==> src/rtl/serdac_pkg.sv <==
package serdac_pkg;
    parameter int WORD_W     = 16;
    parameter int CLR_STAGES = 2;

    typedef struct packed {
        logic shift;
        logic load;
    } strobe_t;

    function automatic strobe_t decode_strobe(input logic shift_n, input logic load_n);
        strobe_t s;
        s.shift = ~shift_n;
        s.load  = ~load_n;
        return s;
    endfunction
endpackage

==> src/rtl/serdac_clr_ctrl.sv <==
module serdac_clr_ctrl #(
    parameter int STAGES = serdac_pkg::CLR_STAGES
) (
    input  logic clk,
    input  logic rst,
    input  logic clear_n,
    output logic clr_act
);
    logic [STAGES-1:0] hold_q;

    always_ff @(posedge clk or negedge clear_n) begin
        if (!clear_n)
            hold_q <= '1;
        else if (rst)
            hold_q <= '1;
        else
            hold_q <= {hold_q[STAGES-2:0], 1'b0};
    end

    assign clr_act = hold_q[STAGES-1];

    a_r6_clear_asserts: assert property (@(posedge clk) !clear_n |-> clr_act);
endmodule

==> src/rtl/serdac_shifter.sv <==
module serdac_shifter #(
    parameter int W = serdac_pkg::WORD_W
) (
    input  logic         clk,
    input  logic         clr,
    input  logic         en,
    input  logic         din,
    output logic [W-1:0] q
);
    always_ff @(posedge clk or posedge clr) begin
        if (clr)
            q <= '0;
        else if (en)
            q <= {q[W-2:0], din};
    end

    a_r1_shift_up: assert property (@(posedge clk) disable iff (clr)
        en |=> (q == {$past(q[W-2:0]), $past(din)}));
    a_r2_shift_hold: assert property (@(posedge clk) disable iff (clr)
        !en |=> $stable(q));
endmodule

==> src/rtl/serdac_hold.sv <==
module serdac_hold #(
    parameter int W = serdac_pkg::WORD_W
) (
    input  logic         clk,
    input  logic         clr,
    input  logic         load,
    input  logic [W-1:0] d,
    output logic [W-1:0] q
);
    always_ff @(posedge clk or posedge clr) begin
        if (clr)
            q <= '0;
        else if (load)
            q <= d;
    end

    a_r3_load_pre_edge: assert property (@(posedge clk) disable iff (clr)
        load |=> (q == $past(d)));
    a_r4_code_holds: assert property (@(posedge clk) disable iff (clr)
        !load |=> $stable(q));
endmodule

==> src/rtl/serdac_sdo.sv <==
module serdac_sdo (
    input  logic clk,
    input  logic clr,
    input  logic msb,
    output logic so
);
    always_ff @(negedge clk or posedge clr) begin
        if (clr)
            so <= 1'b0;
        else
            so <= msb;
    end

    a_r8_sdo_tracks_msb: assert property (@(posedge clk) disable iff (clr) so == msb);
endmodule

==> src/rtl/serdac_front.sv <==
module serdac_front
    import serdac_pkg::*;
#(
    parameter int W      = WORD_W,
    parameter int STAGES = CLR_STAGES
) (
    input  logic         clk,
    input  logic         rst,
    input  logic         ser_in,
    input  logic         shift_en_n,
    input  logic         load_en_n,
    input  logic         clear_n,
    output logic [W-1:0] dac_code,
    output logic         ser_out
);
    strobe_t      strb;
    logic         clr_act;
    logic [W-1:0] shreg;

    assign strb = decode_strobe(shift_en_n, load_en_n);

    serdac_clr_ctrl #(.STAGES(STAGES)) u_clr (
        .clk     (clk),
        .rst     (rst),
        .clear_n (clear_n),
        .clr_act (clr_act)
    );

    serdac_shifter #(.W(W)) u_shift (
        .clk (clk),
        .clr (clr_act),
        .en  (strb.shift),
        .din (ser_in),
        .q   (shreg)
    );

    serdac_hold #(.W(W)) u_hold (
        .clk  (clk),
        .clr  (clr_act),
        .load (strb.load),
        .d    (shreg),
        .q    (dac_code)
    );

    serdac_sdo u_sdo (
        .clk (clk),
        .clr (clr_act),
        .msb (shreg[W-1]),
        .so  (ser_out)
    );

    a_r6_clear_zeroes: assert property (@(posedge clk) disable iff (rst)
        !clear_n |-> (dac_code == '0 && ser_out == 1'b0));
    a_r5_both_strobes: assert property (@(posedge clk) disable iff (clr_act)
        (!shift_en_n && !load_en_n) |=> (dac_code == $past(shreg) && shreg[0] == $past(ser_in)));
    a_r10_reset_clears: assert property (@(posedge clk) $past(rst) |-> (dac_code == '0));
endmodule

==> config.mk <==
export PLATFORM = sky130hd
export DESIGN_NAME = serdac_front
export DESIGN_NICKNAME = d
export VERILOG_FILES = /design/src/rtl/serdac_pkg.sv /design/src/rtl/serdac_clr_ctrl.sv /design/src/rtl/serdac_shifter.sv /design/src/rtl/serdac_hold.sv /design/src/rtl/serdac_sdo.sv /design/src/rtl/serdac_front.sv
export SDC_FILE = /design/constraint.sdc
export NUM_CORES = 1
export LEC_CHECK = 0
export BUFFER_PORTS_ARGS = -buffer_cell sky130_fd_sc_hd__buf_4
export CAP_MARGIN = 20
export CORE_MARGIN = 3
export CORE_UTILIZATION = 54
export CTS_BUF_LIST = sky130_fd_sc_hd__clkbuf_8 sky130_fd_sc_hd__clkbuf_16
export DETAILED_ROUTE_END_ITERATION = 8
export PLACE_DENSITY = 0.86
export SYNTH_ARGS = -nofsm -noshare
export SYNTH_HDL_FRONTEND = slang
export SYNTH_SLANG_ARGS = --single-unit
==> constraint.sdc <==
create_clock -name clk -period 1.7 [get_ports clk]
set_clock_uncertainty 0.2 [all_clocks]
set_input_delay 0.34 -clock clk [delete_from_list [all_inputs] [get_ports clk]]
set_output_delay 0.34 -clock clk [all_outputs]
set_load 0.03 [all_outputs]
[Word level (Yosys, flattened, before mapping)]
Cells that the tools add are included.
Storage, ports and cells
  register bits: 35
  input bits: 6
  output and inout bits: 17
  word-level logic and storage cells: 5
Operators by class
  muxes and demuxes: 1
Operators with widths (number)
  $mux 2: 1

[Logic depth before layout (Yosys ltp)]
  depth in word-level cells: 1
  gate-level depth with buffers: 3
  depth with buffers taken out: 1

[By module]
A second synthesis with hierarchy kept.
Unflattened totals
  cell total of the unflattened synthesis: 77
  area, all modules: 1401.3 um^2
Modules (own cells, without submodules)
  serdac_hold: times used 1, cells an instance 35, area each 653.1 um^2, seq. area each 400.4 um^2
  serdac_shifter: times used 1, cells an instance 35, area each 653.1 um^2, seq. area each 400.4 um^2
  serdac_clr_ctrl: times used 1, cells an instance 3, area each 58.8 um^2, seq. area each 52.6 um^2
  serdac_sdo: times used 1, cells an instance 2, area each 28.8 um^2, seq. area each 25.0 um^2
  serdac_front: times used 1, cells an instance 2, area each 7.5 um^2, seq. area each 0.0 um^2

==> metrics.md <==
| Metric | Value |
|---|---|
| Clock Tree Buf Depth | `2` |
| H-tree levels | `2` |
| Nets | `107` |
| Slowest CP cell | `dfrtn_1` |
| Sequential share of the synthesized area | `63.4%` |
| Compound-Gate Fraction of Synth Area | `0%` |
| Site row count | `17` |
| Routability-driven placement congestion ratio | `0.653` |
| Post-Syn Nets | `79` |
| Largest cells by area after synthesis | `dfrtp_1 58%, mux2_4 22%, mux2_2 9.7%` |
| CTS tree | `yes` |
| Crit. End Element | `output port` |
| Largest fanout on the critical path | `1` |
| Crit start category | `flip-flop` |
| Post-synthesis mux area share | `31.4%` |
| Pleak | `0.822 nW` |
| Pwr Density | `1820 nW/µm²` |
| Net switching power | `0.00100 W` |
| Top cell type's share of synthesized area | `57.8%` |
| WP data required | `1.16 ns` |
| Via-to-Cell Ratio | `5.22` |
| Netlist cell types | `9` |
| Largest area contributor in the netlist | `dfrtp_1` |
| Synth Area in Simple Gates | `0.451%` |
| WS Path Type | `reg2out` |
| Hpwl dp | `1400 µm` |
| Layout cells sized above 1 | `63.7%` |
| Switching portion of total power | `33.6%` |
| Core area | `2320 µm²` |
| Initial Utilization | `59.8%` |
| Slew @ Worst Pin | `0.385 ns` |
| IO buf count | `22` |
| IR drop worst, VDD | `1.21 mV` |
| Routed Antenna Nets | `0` |
| Initial DRC Count | `9` |
| Crit-path cells | `buf_6` |
| Vias | `679` |
| Async SR Flop Fraction | `100%` |
| Yosys warns | `0` |
| Initial antenna violation count | `0` |
| Clk_lat worst skew | `0.28 ns` |
| Max-slew headroom | `74.3%` |
| IO Count | `23` |
| R2R Setup Slk | `0.10 ns` |
| Post-Route WL | `2120 µm` |
| Grt ovf | `0` |
| WL/cell | `16.3 µm` |
| Largest net degree at the start of global routing | `33` |
| Placed cell area | `1540 µm²` |
| Max-cap violations | `0` |
| RSZ-0062 raised after global routing | `true` |
| Final Hold Viols | `0` |
| WP buf/inv | `1` |
| CP max stage delay | `0.40 ns` |
| Width of the die | `56.7 µm` |
| Inserted Diodes | `0` |
| Clock power share | `18.3%` |
| Area Overhead vs Synth | `18.3%` |
| Final setup fails | `1` |
| Syn_area_per_cell | `19.0 µm²` |
| Final Power | `0.00298 W` |
| Synth Area in Adders | `0%` |
| Cell total after placement | `120` |
| 1st-pass router iterations | `3` |
| Cell with the most instances after synthesis | `dfrtp_1` |
| Outcome | `finished with violations` |
| Reg power frac | `45.6%` |
| Total track usage | `15.5%` |
| CTS sink count | `35` |
| XOR/XNOR Fraction of Synth Area | `0%` |
| Place WS | `-0.216 ns` |
| Cells after synthesis | `73` |
| Failing checks | `setup timing` |
| DRC viols | `0` |
| Main combinational cell family by area after synthesis | `multiplexers` |
| Non-Filler Instances | `130` |
| Vias in the first global route | `770` |
| WHS | `0.0878 ns` |
| Register bit total from synthesis | `35` |
| Top cells by instance count after synthesis | `32 x dfrtp_1, 20 x mux2_4, 12 x mux2_2` |
| Power Internal | `0.00198 W` |
| Top delay family on crit path | `flip-flops` |
| HP Class | `in2reg` |
| Clock root buffer | `clkbuf_8` |
| Worst-path clk slew | `0.06 ns` |
| Final setup margin | `-0.505 ns` |
| Synth Flop Type | `dfrtp_1` |
| Post-synth EDFFs | `0` |
| # Post-CTS Setup Buffers | `0` |
| Die footprint | `3210 µm²` |
| Worst Path Arrival | `1.66 ns` |
| Global-route wire length before repair | `3620 µm` |
| Slew Limit Fails | `0` |
| Num CTS Buffers | `5` |
| Cell area after layout | `1640 µm²` |
| Post-synthesis cell area | `1390 µm²` |
| Chip height | `56.7 µm` |
| Combinational power share | `36.0%` |
## routing by layer
layer	GRT usage, %	up-vias	part of all wire [%]	wire length (µm)
li1	-	304	-	-
met4	9.15	0	1.9	40
met2	23.9	20	51	1090
met3	5.06	6	5.0	107
met1	18.7	349	42	885
met5	0	-	0	0
## power groups by stage
stage | Clock (W) | Combinational (W) | Sequential [W]
after detailed placement | 0 | 0.00108 | 0.00138
final | 0.000548 | 0.00107 | 0.00136
after floorplan | 0 | 0.000419 | 0.00165
after CTS | 0.000563 | 0.00109 | 0.00136
after global routing | 0.000601 | 0.00113 | 0.00141
after global placement | 0 | 0.00105 | 0.00135
## metrics by stage
stage / TNS (ns) / util, %
final: -0.505 / 70.8
after floorplan: -0.223 / -
after detailed placement: -0.216 / 66.2
after global placement: -0.203 / 66.2
after CTS: -0.517 / 70.8
after global routing: -0.529 / 70.8
## area by class of cell
cell class	instances	area (µm²)
Sequential cell	35	878
Fill cell	161	678
Multi-Input combinational cell	33	442
Timing Repair Buffer	25	196
Clock buffer	5	68.8
Tap cell	28	35.0
Clock inverter	3	12.5
Inverter	1	7.51
## final timing paths
check                                          start                  endpoint  cells past startpoint
setup / recovery                  u_sdo.so$_DFF_NP0_                   ser_out                      1
hold / removal                                ser_in  u_shift.q[0]$_DFFE_PP0N_                      2
setup reg to reg           u_shift.q[15]$_DFFE_PP0N_        u_sdo.so$_DFF_NP0_                      0
hold reg to reg            u_clr.hold_q[1]$_DFF_PN1_  u_hold.q[15]$_DFFE_PP0N_                      2
max in group asynchronous  u_clr.hold_q[1]$_DFF_PN1_        u_sdo.so$_DFF_NP0_                      1
min in group asynchronous  u_clr.hold_q[1]$_DFF_PN1_  u_hold.q[15]$_DFFE_PP0N_                      2
## what timing repair did
item,CTS,global route
setup endpoints to repair,1,1
hold endpoints to repair,3,0
gates resized for setup,1,0
pin swaps,0,0
hold buffers,2,0
## kinds of logic (layout without fill, tap and decap cells)
kind of cell / after synthesis / count (layout)
AND/OR/NAND/NOR: 1 / 1
flip-flops: 35 / 35
multiplexers: 32 / 32
buffers and inverters: 5 / 34
## state kept, by name, indices dropped and copies added (netlist names)
| signal | cells |
|---|---|
| u_clr.hold_q | 2 |
| u_hold.q | 16 |
| u_sdo.so | 1 |
| u_shift.q | 16 |
## cells in the final DEF (no fill, tap or decap)
cell / Yosys / layout
mux2_4: 20 / 20
clkinvlp_4: 0 / 1
or2_2: 1 / 1
dfrtn_1: 1 / 1
clkinv_2: 0 / 1
buf_4: 0 / 22
dfrtp_1: 32 / 32
inv_1: 1 / 2
dfstp_2: 2 / 2
mux2_2: 12 / 12
clkbuf_8: 0 / 5
dlygate4sd3_1: 0 / 2
buf_6: 2 / 1
(Power assumes the default switching activity.)
